`config.mk`:
```
export PLATFORM = sky130hd
export DESIGN_NAME = dma_stream_gate
export DESIGN_NICKNAME = d
export VERILOG_FILES = /design/src/rtl/sgate_pkg.sv /design/src/rtl/sgate_snoop.sv /design/src/rtl/sgate_match.sv /design/src/rtl/sgate_stream.sv /design/src/rtl/dma_stream_gate.sv
export SDC_FILE = /design/constraint.sdc
export NUM_CORES = 1
export LEC_CHECK = 0
export BUFFER_PORTS_ARGS = -buffer_cell sky130_fd_sc_hd__buf_2
export CAP_MARGIN = 20
export CORE_UTILIZATION = 42
export DETAILED_ROUTE_END_ITERATION = 10
export GPL_TIMING_DRIVEN = 1
export PLACE_DENSITY = 0.57
export SLEW_MARGIN = 0
export SYNTH_ARGS = -nofsm -noshare
export SYNTH_HDL_FRONTEND = slang
export SYNTH_SLANG_ARGS = --single-unit
```
`constraint.sdc`:
```
create_clock -name clk -period 4.7 [get_ports clk]
set_clock_uncertainty 0.1 [all_clocks]
set_input_delay 0.94 -clock clk [delete_from_list [all_inputs] [get_ports clk]]
set_output_delay 0.94 -clock clk [all_outputs]
set_load 0.01 [all_outputs]
```
`src/rtl/sgate_pkg.sv`:
```
package sgate_pkg;
  localparam int NUM_CH       = 8;
  localparam int ADDR_W       = 24;
  localparam int LEN_W        = 16;
  localparam int BYTE_W       = 8;
  localparam logic [15:0] SNOOP_BASE = 16'h4300;
  localparam logic [3:0]  REG_ADDR_LO = 4'd2;
  localparam logic [3:0]  REG_LEN_LO  = 4'd5;
endpackage

```
`src/rtl/sgate_snoop.sv`:
```
module sgate_snoop
  import sgate_pkg::*;
#(
  parameter int NCH = NUM_CH,
  parameter int AW  = ADDR_W,
  parameter int SW  = LEN_W,
  localparam int CW = $clog2(NCH),
  localparam int AB = AW / BYTE_W,
  localparam int SB = SW / BYTE_W,
  localparam int WLO = CW + 4
) (
  input  logic                    clk,
  input  logic                    rst,
  input  logic                    snp_we,
  input  logic [15:0]             snp_addr,
  input  logic [7:0]              snp_data,
  input  logic                    dec_en,
  input  logic [CW-1:0]           dec_ch,
  output logic [NCH-1:0][AW-1:0]  ch_addr,
  output logic [NCH-1:0][SW-1:0]  ch_size,
  output logic                    dmac_we,
  output logic [15:0]             dmac_addr,
  output logic [7:0]              dmac_data
);
  logic          win_hit;
  logic [CW-1:0] wr_ch;
  logic [3:0]    wr_reg;

  assign win_hit = snp_we && (snp_addr[15:WLO] == SNOOP_BASE[15:WLO]);
  assign wr_ch   = snp_addr[4 +: CW];
  assign wr_reg  = snp_addr[3:0];

  for (genvar n = 0; n < NCH; n++) begin : g_ch
    logic          sel;
    logic          len_wr;
    logic [AW-1:0] addr_q;
    logic [SW-1:0] size_q;

    assign sel    = win_hit && (wr_ch == CW'(n));
    assign len_wr = sel && (wr_reg >= REG_LEN_LO) && (wr_reg < REG_LEN_LO + 4'(SB));

    always_ff @(posedge clk) begin
      if (rst) begin
        addr_q <= '0;
        size_q <= '0;
      end else begin
        for (int b = 0; b < AB; b++) begin
          if (sel && wr_reg == REG_ADDR_LO + 4'(b)) addr_q[BYTE_W*b +: BYTE_W] <= snp_data;
        end
        if (len_wr) begin
          for (int b = 0; b < SB; b++) begin
            if (wr_reg == REG_LEN_LO + 4'(b)) size_q[BYTE_W*b +: BYTE_W] <= snp_data;
          end
        end else if (dec_en && dec_ch == CW'(n)) begin
          size_q <= size_q - 1'b1;
        end
      end
    end

    assign ch_addr[n] = addr_q;
    assign ch_size[n] = size_q;
  end

  always_ff @(posedge clk) begin
    if (rst) begin
      dmac_we   <= 1'b0;
      dmac_addr <= '0;
      dmac_data <= '0;
    end else begin
      dmac_we   <= snp_we;
      dmac_addr <= snp_addr;
      dmac_data <= snp_data;
    end
  end
endmodule

```
`src/rtl/sgate_match.sv`:
```
module sgate_match
  import sgate_pkg::*;
#(
  parameter int NCH = NUM_CH,
  parameter int AW  = ADDR_W,
  parameter int SW  = LEN_W,
  localparam int CW = $clog2(NCH)
) (
  input  logic                    rd_req,
  input  logic [AW-1:0]           rd_addr,
  input  logic [NCH-1:0]          en_a,
  input  logic [NCH-1:0]          en_b,
  input  logic [NCH-1:0][AW-1:0]  ch_addr,
  input  logic [NCH-1:0][SW-1:0]  ch_size,
  output logic                    hit,
  output logic [CW-1:0]           hit_ch,
  output logic [SW-1:0]           hit_size
);
  logic [NCH-1:0] elig;
  logic           upper;

  for (genvar n = 0; n < NCH; n++) begin : g_cmp
    assign elig[n] = en_a[n] && en_b[n] && (ch_addr[n] == rd_addr);
  end

  assign upper = (rd_addr[AW-1:AW-2] == 2'b11);

  always_comb begin
    hit_ch = '0;
    for (int n = NCH - 1; n >= 0; n--) begin
      if (elig[n]) hit_ch = CW'(n);
    end
  end

  assign hit      = rd_req && upper && (|elig);
  assign hit_size = ch_size[hit_ch];
endmodule

```
`src/rtl/sgate_stream.sv`:
```
module sgate_stream
  import sgate_pkg::*;
#(
  parameter int NCH = NUM_CH,
  parameter int AW  = ADDR_W,
  parameter int SW  = LEN_W,
  localparam int CW = $clog2(NCH)
) (
  input  logic            clk,
  input  logic            rst,
  input  logic            rd_req,
  input  logic [AW-1:0]   rd_addr,
  input  logic [7:0]      rom_data,
  input  logic            hit,
  input  logic [CW-1:0]   hit_ch,
  input  logic [SW-1:0]   hit_size,
  input  logic            dec_valid,
  input  logic [7:0]      dec_byte,
  output logic            dec_init,
  output logic [AW-1:0]   dec_init_addr,
  output logic            dec_rd,
  output logic [NCH-1:0]  clr_b,
  output logic            rd_valid,
  output logic [7:0]      rd_data,
  output logic            active
);
  logic       s1_valid;
  logic       s1_hit;
  logic [7:0] s1_rom;
  logic       last;

  assign last = hit && (hit_size == SW'(1));

  always_ff @(posedge clk) begin
    if (rst) begin
      active        <= 1'b0;
      s1_valid      <= 1'b0;
      s1_hit        <= 1'b0;
      s1_rom        <= '0;
      dec_init      <= 1'b0;
      dec_init_addr <= '0;
      dec_rd        <= 1'b0;
      clr_b         <= '0;
      rd_valid      <= 1'b0;
      rd_data       <= '0;
    end else begin
      s1_valid <= rd_req;
      s1_hit   <= hit;
      s1_rom   <= rom_data;
      dec_rd   <= hit;
      dec_init <= hit && !active;
      if (hit && !active) dec_init_addr <= rd_addr;
      clr_b    <= last ? (NCH'(1) << hit_ch) : '0;
      if (hit) active <= !last;
      rd_valid <= s1_valid;
      rd_data  <= (s1_hit && dec_valid) ? dec_byte : s1_rom;
    end
  end
endmodule

```
`src/rtl/dma_stream_gate.sv`:
```
module dma_stream_gate
  import sgate_pkg::*;
#(
  parameter int NCH = NUM_CH,
  parameter int AW  = ADDR_W,
  parameter int SW  = LEN_W,
  localparam int CW = $clog2(NCH)
) (
  input  logic            clk,
  input  logic            rst,
  input  logic            snp_we,
  input  logic [15:0]     snp_addr,
  input  logic [7:0]      snp_data,
  output logic            dmac_we,
  output logic [15:0]     dmac_addr,
  output logic [7:0]      dmac_data,
  input  logic [NCH-1:0]  en_a,
  input  logic [NCH-1:0]  en_b,
  output logic [NCH-1:0]  clr_b,
  input  logic            rd_req,
  input  logic [AW-1:0]   rd_addr,
  input  logic [7:0]      rom_data,
  output logic            rd_valid,
  output logic [7:0]      rd_data,
  output logic            dec_init,
  output logic [AW-1:0]   dec_init_addr,
  output logic            dec_rd,
  input  logic            dec_valid,
  input  logic [7:0]      dec_byte
);
  logic [NCH-1:0][AW-1:0] ch_addr;
  logic [NCH-1:0][SW-1:0] ch_size;
  logic                   hit;
  logic [CW-1:0]          hit_ch;
  logic [SW-1:0]          hit_size;
  logic                   strm_active;

  sgate_snoop #(.NCH(NCH), .AW(AW), .SW(SW)) u_snoop (
    .clk(clk), .rst(rst),
    .snp_we(snp_we), .snp_addr(snp_addr), .snp_data(snp_data),
    .dec_en(hit), .dec_ch(hit_ch),
    .ch_addr(ch_addr), .ch_size(ch_size),
    .dmac_we(dmac_we), .dmac_addr(dmac_addr), .dmac_data(dmac_data)
  );

  sgate_match #(.NCH(NCH), .AW(AW), .SW(SW)) u_match (
    .rd_req(rd_req), .rd_addr(rd_addr), .en_a(en_a), .en_b(en_b),
    .ch_addr(ch_addr), .ch_size(ch_size),
    .hit(hit), .hit_ch(hit_ch), .hit_size(hit_size)
  );

  sgate_stream #(.NCH(NCH), .AW(AW), .SW(SW)) u_stream (
    .clk(clk), .rst(rst),
    .rd_req(rd_req), .rd_addr(rd_addr), .rom_data(rom_data),
    .hit(hit), .hit_ch(hit_ch), .hit_size(hit_size),
    .dec_valid(dec_valid), .dec_byte(dec_byte),
    .dec_init(dec_init), .dec_init_addr(dec_init_addr), .dec_rd(dec_rd),
    .clr_b(clr_b), .rd_valid(rd_valid), .rd_data(rd_data),
    .active(strm_active)
  );
endmodule

```
Word level (Yosys, flattened, before mapping):

Index checks and enable logic that the tools add are counted.

* bits in registers: 398
* bits of input ports: 85
* word-level logic and storage cells: 248
* output and inout port bits: 68

* equal/unequal tests: 46
* add/sub/neg operators: 8
* shift operators: 1
* reductions and logical operators: 108
* mux-type cells: 29
* bitwise logic cells: 1
* magnitude comparators: 3

Operator list (number)
* two-way mux 16 bit: 17
* equality test 24 bit: 8
* subtractor 16 x 1 -> 16 bit (second input constant): 8
* logical AND 1 bit: 78
* binary-select mux 16 bit (select 3 bit): 1
* != test 2 bit (second input constant): 16
* AND reduction 2 bit: 16
* equality test 3 bit (second input constant): 8
* two-way mux 3 bit: 8
* two-way mux 8 bit: 3
* equality test 16 x 1 -> 1 bit (second input constant): 1
* nonzero test 2 bit: 8
* equality test 3 x 2 -> 1 bit (second input constant): 4
* equality test 4 x 3 -> 1 bit (second input constant): 3
* equality test 9 x 8 -> 1 bit (second input constant): 1
* equality test 4 x 2 -> 1 bit (second input constant): 2
* OR reduction 8 bit: 1
* << shifter 1 x 3 -> 8 bit (first input constant): 1
* equality test 3 x 1 -> 1 bit (second input constant): 2
* zero test 3 bit: 2
* greater-or-equal comparator 4 x 3 -> 1 bit (second input constant): 1
* < comparator 3 x 4 -> 1 bit (second input constant): 1
* < comparator 4 x 3 -> 1 bit (second input constant): 1
* equality test 2 bit (second input constant): 1
* 3 further kinds: 4

Longest topological paths before layout:

Gate-level depths: netlist (run 1).

* depth after elaboration: 16
* mapped depth: 14
* depth with buffers taken out: 10

By module:

From an unflattened synthesis (run 1), not the netlist that was laid out.

* cells, all modules: 2817
* area total of the unflattened synthesis: 21239.1 um^2

By module, submodules not included
* sgate_snoop: cells an instance 2164, area an instance 15738.8 um^2, times used 1, sequential area each 6906.6 um^2
* sgate_match: cells an instance 453, area an instance 3727.3 um^2, times used 1, sequential area each 0.0 um^2
* sgate_stream: cells an instance 200, area an instance 1773.0 um^2, times used 1, sequential area each 1061.0 um^2

Worst setup path before layout (run 1):

OpenSTA, ideal clock, no wires.

* path kind: input-to-reg
* start point: input port rd_addr[23]
* end point: register u_snoop.g_ch[5].size_q[0]
* library setup time: 0.132 ns
* slack: 0.396 ns
* stages on the path: 12
* buffers on the path: 2
* data arrival time: 4.072 ns
* required time: 4.468 ns
* cell sequence: buf_6 > xnor2_2 > nand4_1 > or4_1 > or4_4 > or4b_1 > a21o_1 > buf_6 > or4_4 > a21boi_4 > a21oi_1 > a21oi_1

* cells in the longest elaborated chain, start to end: 14
* elaborated cells between the ends (all ways): 32
* classes of those cells: eq/ne: 10; mux: 8; reduce/logical: 14

RTL lines
* start: declaration: line dma_stream_gate.sv:21 `input logic [AW-1:0] rd_addr,`
* equality test 24 bit: line sgate_match.sv:23 `assign elig[n] = en_a[n] && en_b[n] && (ch_addr[n] == rd_addr);`
* logical AND 1 bit: line sgate_match.sv:23
* two-way mux 3 bit (8 in series): line sgate_match.sv:31 `if (elig[n]) hit_ch = CW'(n);`
* equality test 3 bit: line sgate_snoop.sv:54 `end else if (dec_en && dec_ch == CW'(n)) begin`
* logical AND 1 bit (*): line sgate_snoop.sv:54
* nonzero test 2 bit (no source line) (*)
* AND reduction 2 bit (no source line) (*)
* end signal: indexed assignment: line sgate_snoop.sv:52 `if (wr_reg == REG_LEN_LO + 4'(b)) size_q[BYTE_W*b +: BYTE_W] <= snp_data;`
* end signal: assignment: line sgate_snoop.sv:55 `size_q <= size_q - 1'b1;`
* end: declaration: line sgate_snoop.sv:37 `logic [SW-1:0] size_q;`

Every way passes the cells marked *; elsewhere a longest branch is shown, timed or not.
A chain may end at the register's enable or synchronous reset.

Worst setup path after layout (run 1):

* start point: input port rd_addr[23]
* end point: register u_snoop.g_ch[6].size_q[15]

* cells in the longest elaborated chain, start to end: 14
* elaborated cells between the ends (all ways): 32
* classes of those cells: eq/ne: 10; mux: 8; reduce/logical: 14

RTL lines (line)
* equality test 24 bit: sgate_match.sv:23
* logical AND 1 bit: sgate_match.sv:23
* two-way mux 3 bit (8 in series): sgate_match.sv:31
* equality test 3 bit: sgate_snoop.sv:54
* logical AND 1 bit (*): sgate_snoop.sv:54
* nonzero test 2 bit (no source line) (*)
* AND reduction 2 bit (no source line) (*)
* end signal: indexed assignment: sgate_snoop.sv:52
* end signal: assignment: sgate_snoop.sv:55
* end: declaration: sgate_snoop.sv:37

Marked as above.

==> results of run 1 <==
==> worst max-delay path: stages <==
cell       delay, ps
buf_2            130
buf_4            150
buf_4            200
xnor2_1          220
nand4_1          110
or4_1            560
o2111ai_1        520
a21oi_1          240
o21bai_2         350
nand2_1          250
buf_4            220
o21ai_0          160
buf_4            210
a21oi_1           90
a211oi_1         230
==> cell families after synthesis <==
group / synth area share [%]
buf+inv: 4.23
mux: 8.93
simple gates: 24.3
xor+xnor: 8.66
compound gates: 14.8
fa+ha+maj: 0.485
flops: 38.6
==> power groups by stage <==
stage          combinational, mW  clock (mW)  sequential (mW)
2_1_floorplan              0.249           0             3.48
3_3_place_gp               0.476           0             3.47
3_5_place_dp               0.478           0             3.47
4_1_cts                    0.479        3.95             3.40
5_1_grt                    0.504        4.08             3.40
6_report                   0.484        3.89             3.40
==> layer usage <==
layer / up-vias / GRT usage (%) / wire length, µm
met5: - / 0 / 0
met4: 0 / 10.3 / 2420
met3: 137 / 3.67 / 3750
met2: 623 / 46.5 / 33500
li1: 9264 / - / -
met1: 9332 / 36.1 / 30700
==> synthesized netlist by cell type, drive strengths merged (3+ instances only) <==
master,number
and3,6
o21a,3
a21o,11
or3,18
clkbuf,133
a211oi,37
nor3b,5
a21bo,3
dfxtp,398
xnor2,78
a22oi,10
a21boi,3
o22ai,11
or4b,5
inv,35
a31oi,9
o32ai,4
or2,13
o21ai,172
nor2,349
o41ai,16
or4,15
xor2,120
nor4bb,3
nand3b,5
nand3,100
ha,8
nand2b,25
nand4,41
a21oi,179
nand2,273
nor3,52
and2,12
a31o,4
nor4b,4
a221oi,6
and4,6
o31ai,17
nor4,79
or3b,3
nor2b,41
buf,32
mux2i,183
==> stage by stage <==
step | hold WS [ps] | setup WS [ps] | power, mW
2_1_floorplan | 314 | 396 | 3.73
3_3_place_gp | 321 | 44.8 | 3.95
3_5_place_dp | 325 | 4.63 | 3.95
4_1_cts | 339 | 605 | 7.82
5_1_grt | 354 | 250 | 7.98
6_report | 335 | 492 | 7.77
==> cell type report <==
cell class	count	area share (%)
antenna	1	0.0104
clock buffer	61	5.56
multi-input combinational	1954	49.2
clock inverter	22	1.25
tap	656	3.41
timing repair buffer	263	6.97
sequential	398	33.1
inverter	35	0.546
==> registers in the layout (all words and copies together), names as in the netlist, 8 cells and up <==
signal and flops:
u_stream.rd_data 8, u_stream.dec_init_addr 24, u_snoop.g_ch.addr_q 192, u_snoop.dmac_data 8, u_snoop.g_ch.size_q 128, u_stream.s1_rom 8
u_snoop.dmac_addr 16, u_stream.clr_b 8
==> worst max-delay path by stage <==
stage | slack, ps | depth (start not counted) | from | endpoint
2_1_floorplan | 400 | 12 | rd_addr[23] | u_snoop.g_ch[5].size_q[0]
3_3_place_gp | 40 | 13 | rd_addr[23] | u_snoop.g_ch[5].size_q[8]
3_5_place_dp | 5 | 13 | rd_addr[23] | u_snoop.g_ch[5].size_q[12]
4_1_cts | 610 | 14 | rd_addr[23] | u_snoop.g_ch[4].size_q[7]
5_1_grt | 250 | 15 | rd_addr[23] | u_snoop.g_ch[6].size_q[15]
6_report | 490 | 15 | rd_addr[23] | u_snoop.g_ch[6].size_q[15]
==> summary.txt, run 1 <==
Logic synthesis
  – Ys flop type: dfxtp_1
  – Post-synth EDFFs: 0
  – Syn_area_per_cell: 8.09 µm²
  – Mapped cell area: 20600 µm²
  – Biggest area consumer among synthesized cells: dfxtp_1
  – Largest cells by area after synthesis: dfxtp_1, mux2i_1, nor2_1, xor2_1, nand2_1
  – Syn_nets: 2645
  – Post-synthesis sequential area ratio: 38.6%
  – Gate Count Post-Synth: 2552
  – Flops & latches, synth: 398
  – Netlist cell types: 79
  – Async set or reset register ratio after synthesis: 0%
  – Syn. warnings: 0
  – Yosys top cell area share: 38.6%

Power and ir drop
  – Static Leakage: 9.24 nW
  – VDD IR max: 296 µV
  – Gate power share: 6.2%
  – Internal power: 5.91 mW
  – Sequential Power Share: 43.7%
  – Switch share: 23.9%
  – Switching power: 1.85 mW
  – Clock share of power: 50.0%
  – PwrDens: 322 nW/µm²

GRT
  – Number of global-route vias before repair: 18287
  – Largest net degree at the start of global routing: 146
  – First-pass GRT wire length: 108 mm
  – Total track usage: 27.7%
  – Total global routing overflow: 0
  – Initial antenna violation count: 0

Routing
  – Drt via density: 5.71
  – WL per Instance: 20.8 µm
  – Detailed-router iteration count before antenna repair: 6
  – Starting DRC count in detailed routing: 1577
  – Post-route ant nets: 0
  – Routed vias: 19356
  – Number of remaining DRC errors: 0
  – Detailed-route wire length: 70.3 mm

Layout
  – Most common cell after layout, fill and taps aside: dfxtp_1
  – Layout cells sized above 1: 14.6%
  – Design area: 24100 µm²
  – Filler cell count: 4686
  – Most frequent cells in the layout: dfxtp_1, nor2_1, nand2_1
  – Multi-input gate area: 11800 µm²
  – Area Overhead vs Synth: 16.7%
  – Final Non-Filler Cells: 3390
  – Flip-flop and latch area: 7970 µm²
  – Layout Nets: 2791
  – Fin util: 50.0%

STA
  – Post-layout min period: 4210 ps
  – Slew Limit Fails: 0
  – TNS Setup: 0 ps
  – Worst Tran Pin Value: 1000 ps
  – RSZ-0062 raised after global routing: no
  – Final hold vios: 0
  – Final setup viols: 0
  – Final period utilization: 89.5%
  – Fmax: 238 MHz
  – Worst slew margin: 33.2%

CTS
  – Htree depth: 2
  – CTS clk-pin slew, worst paths: 60 ps
  – Worst-Skew Late Latency: 580 ps
  – CTS sink cnt: 398
  – Hold Buf Count CTS: 0
  – Post-CTS Setup Repair Bufs: 0
  – CTS tree: done
  – CTS-repair resized insts: 0
  – CTS Buffer Depth: 3
  – CTS buffer count: 46
  – Clk root buf: clkbuf_16

Hold path
  – Hold/Removal Path Class: reg -> reg
  – Cell count of the worst hold path: 1
  – Hold path startpoint: u_stream.s1_valid
  – Hold EP: u_stream.rd_valid

Setup path
  – Worst reg2reg endpoint: u_snoop.g_ch[5].size_q[12]
  – Setup CP Type: in -> reg
  – R2R setup slack: 730 ps
  – CP Max Fanout: 11
  – CP startpoint kind: input pin
  – Crit path arrival time: 4590 ps
  – Worst R2R Path Depth: 12
  – CP Capture Type: flip-flop
  – Worst path required time: 5090 ps
  – Worst flop-to-flop path startpoint: u_snoop.g_ch[5].addr_q[2]

Floorplanning
  – Die area: 50000 µm²
  – DIE WIDTH: 224 µm
  – Initial Util: 42.9%
  – Core Region: 48100 µm²
  – Die height: 224 µm
  – I/O Pins: 153
  – Row Count: 80

Placed design
  – Routability Congestion: 0.928
  – Placed cells: 3306
  – Area post-placement: 22400 µm²
  – Input/output buffers: 152
  – DP Wirelength: 47.1 mm

Outcome
  – Status: complete, no violations

Run
  – Maxcap violations: 0
(Power assumes the default switching activity.)
==> run 2, diff against run 1 <==
- CELL_PAD_IN_SITES_DETAIL_PLACEMENT: unset -> 1
- CELL_PAD_IN_SITES_GLOBAL_PLACEMENT: unset -> 2
- CORE_UTILIZATION: 42 -> 37
- PLACE_DENSITY: 0.57 -> 0.86
==> summary.txt, run 2 (same netlist as run 1, synthesis figures left out) <==
Outcome
  – Status: complete, no violations

STA
  – Final period utilization: 91.4%
  – Worst slew margin: 28.8%
  – Final hold vios: 0
  – RSZ-0062 raised after global routing: no
  – Slew Limit Fails: 0
  – Worst Tran Pin Value: 1060 ps
  – Final setup viols: 0
  – Post-layout min period: 4290 ps
  – Fmax: 233 MHz

GRT
  – Total global routing overflow: 0
  – Initial antenna violation count: 0
  – First-pass GRT wire length: 121 mm
  – Largest net degree at the start of global routing: 173
  – Number of global-route vias before repair: 20604
  – Total track usage: 27.4%

Power and ir drop
  – Static Leakage: 9.24 nW
  – Total Power: 7.80 mW
  – PwrDens: 323 nW/µm²
  – VDD IR max: 399 µV

Floorplanning
  – I/O Pins: 153
  – DIE WIDTH: 238 µm
  – Core Region: 55100 µm²
  – Row Count: 86
  – Die area: 56700 µm²
  – Die height: 238 µm
  – Initial Util: 37.5%

Setup path
  – Setup CP Type: in -> reg
  – Critical-path cell list: buf_2 -> buf_4 -> xnor2_1 -> nand4_1 -> or4_1 -> o2111ai_1 -> a21oi_1 -> o21bai_2 -> nand2_1 -> buf_4 -> o32a_1 -> o21ai_0 -> a21oi_1
  – Worst path required time: 5050 ps
  – Crit path arrival time: 4640 ps
  – Critical-path top delay cell: o2111ai_1
  – CP startpoint kind: input pin
  – CP Max Fanout: 8
  – Max incr delay on CP: 570 ps
  – CP Capture Type: flip-flop

CTS
  – Worst-Skew Late Latency: 610 ps
  – Htree depth: 2
  – CTS-repair resized insts: 0
  – CTS clk-pin slew, worst paths: 60 ps
  – Post-CTS Setup Repair Bufs: 0
  – CTS sink cnt: 398
  – CTS Buffer Depth: 3
  – CTS buffer count: 46
  – CTS tree: done
  – Clk root buf: clkbuf_16
  – Hold Buf Count CTS: 0

Placed design
  – Input/output buffers: 152
  – DP Wirelength: 54.0 mm
  – Routability Congestion: 0.941

Routing
  – Drt via density: 5.70
  – Post-route ant nets: 0
  – WL per Instance: 22.5 µm
  – Detailed-route wire length: 78.5 mm
  – Routed vias: 19834
  – Detailed-router iteration count before antenna repair: 7
  – Starting DRC count in detailed routing: 1243
  – Number of remaining DRC errors: 0

Layout
  – Fin util: 43.9%
  – Flip-flop and latch area: 7970 µm²
  – Multi-input gate area: 11800 µm²
  – Most common cell after layout, fill and taps aside: dfxtp_1
  – Layout Nets: 2791
  – Regs by FF count: u_snoop.g_ch.addr_q: 192 flops, u_snoop.g_ch.size_q: 128 flops, u_stream.dec_init_addr: 24 flops
  – Most frequent cells in the layout: dfxtp_1, nor2_1, nand2_1
  – Filler cell count: 6640
  – Reg with most FFs: u_snoop.g_ch.addr_q
  – Layout cells sized above 1: 14.4%
  – Area Overhead vs Synth: 17.1%
  – Max reg flops: 192

Hold path
  – Hold/Removal Path Class: reg -> reg

Run
  – Maxcap violations: 0
==> run 2: layout make-up <==
cell class	instances	share of cell area [%]
sequential	398	33.0
clock inverter	20	1.35
inverter	35	0.544
timing repair buffer	263	6.95
tap	748	3.87
clock buffer	61	5.33
multi-input combinational	1954	49.0
antenna	1	0.0104
==> run 2: metal layers <==
| metal | vias up | GRT usage [%] | wire length [µm] |
|---|---|---|---|
| met5 | - | 0 | 0 |
| met3 | 204 | 3.61 | 3500 |
| met2 | 536 | 47.1 | 37900 |
| met4 | 0 | 13.9 | 4010 |
| met1 | 9846 | 33.3 | 33100 |
| li1 | 9248 | - | - |
==> run 2: path summary, 6_finish.rpt <==
kind / cells past startpoint / from / end / slack [ps]
max: 13 / rd_addr[11] / u_snoop.g_ch[2].size_q[8] / 410
min: 2 / u_stream.s1_rom[0] / u_stream.rd_data[0] / 350
max reg2reg: 12 / u_snoop.g_ch[5].addr_q[5] / u_snoop.g_ch[5].size_q[8] / 540
min reg2reg: 2 / u_stream.s1_rom[0] / u_stream.rd_data[0] / 350
==> run 2: where the power goes <==
part           total, mW  switching [mW]  internal, mW
Combinational      0.494           0.357         0.137
Clock               3.91            1.54          2.37
Sequential          3.40         0.00421          3.39
==> run 2: critical path, delay by kind of cell <==
kind	cells	cell delay [ps]
AO/OA/AOI/OAI	6	1920
AND/OR/NAND/NOR	3	910
buffers and inverters	3	550
XOR/XNOR	1	300
==> run 2: through the flow <==
stage	setup TNS, ps	setup WS (ps)	instances	area, µm²	hold WS, ps
2_1_floorplan	0	396	2552	20600	314
3_3_place_gp	-304	-41.3	3398	22600	320
3_5_place_dp	-2810	-156	3398	22600	336
4_1_cts	0	431	3479	24200	350
5_1_grt	0	194	3479	24200	360
6_report	0	406	3480	24200	346
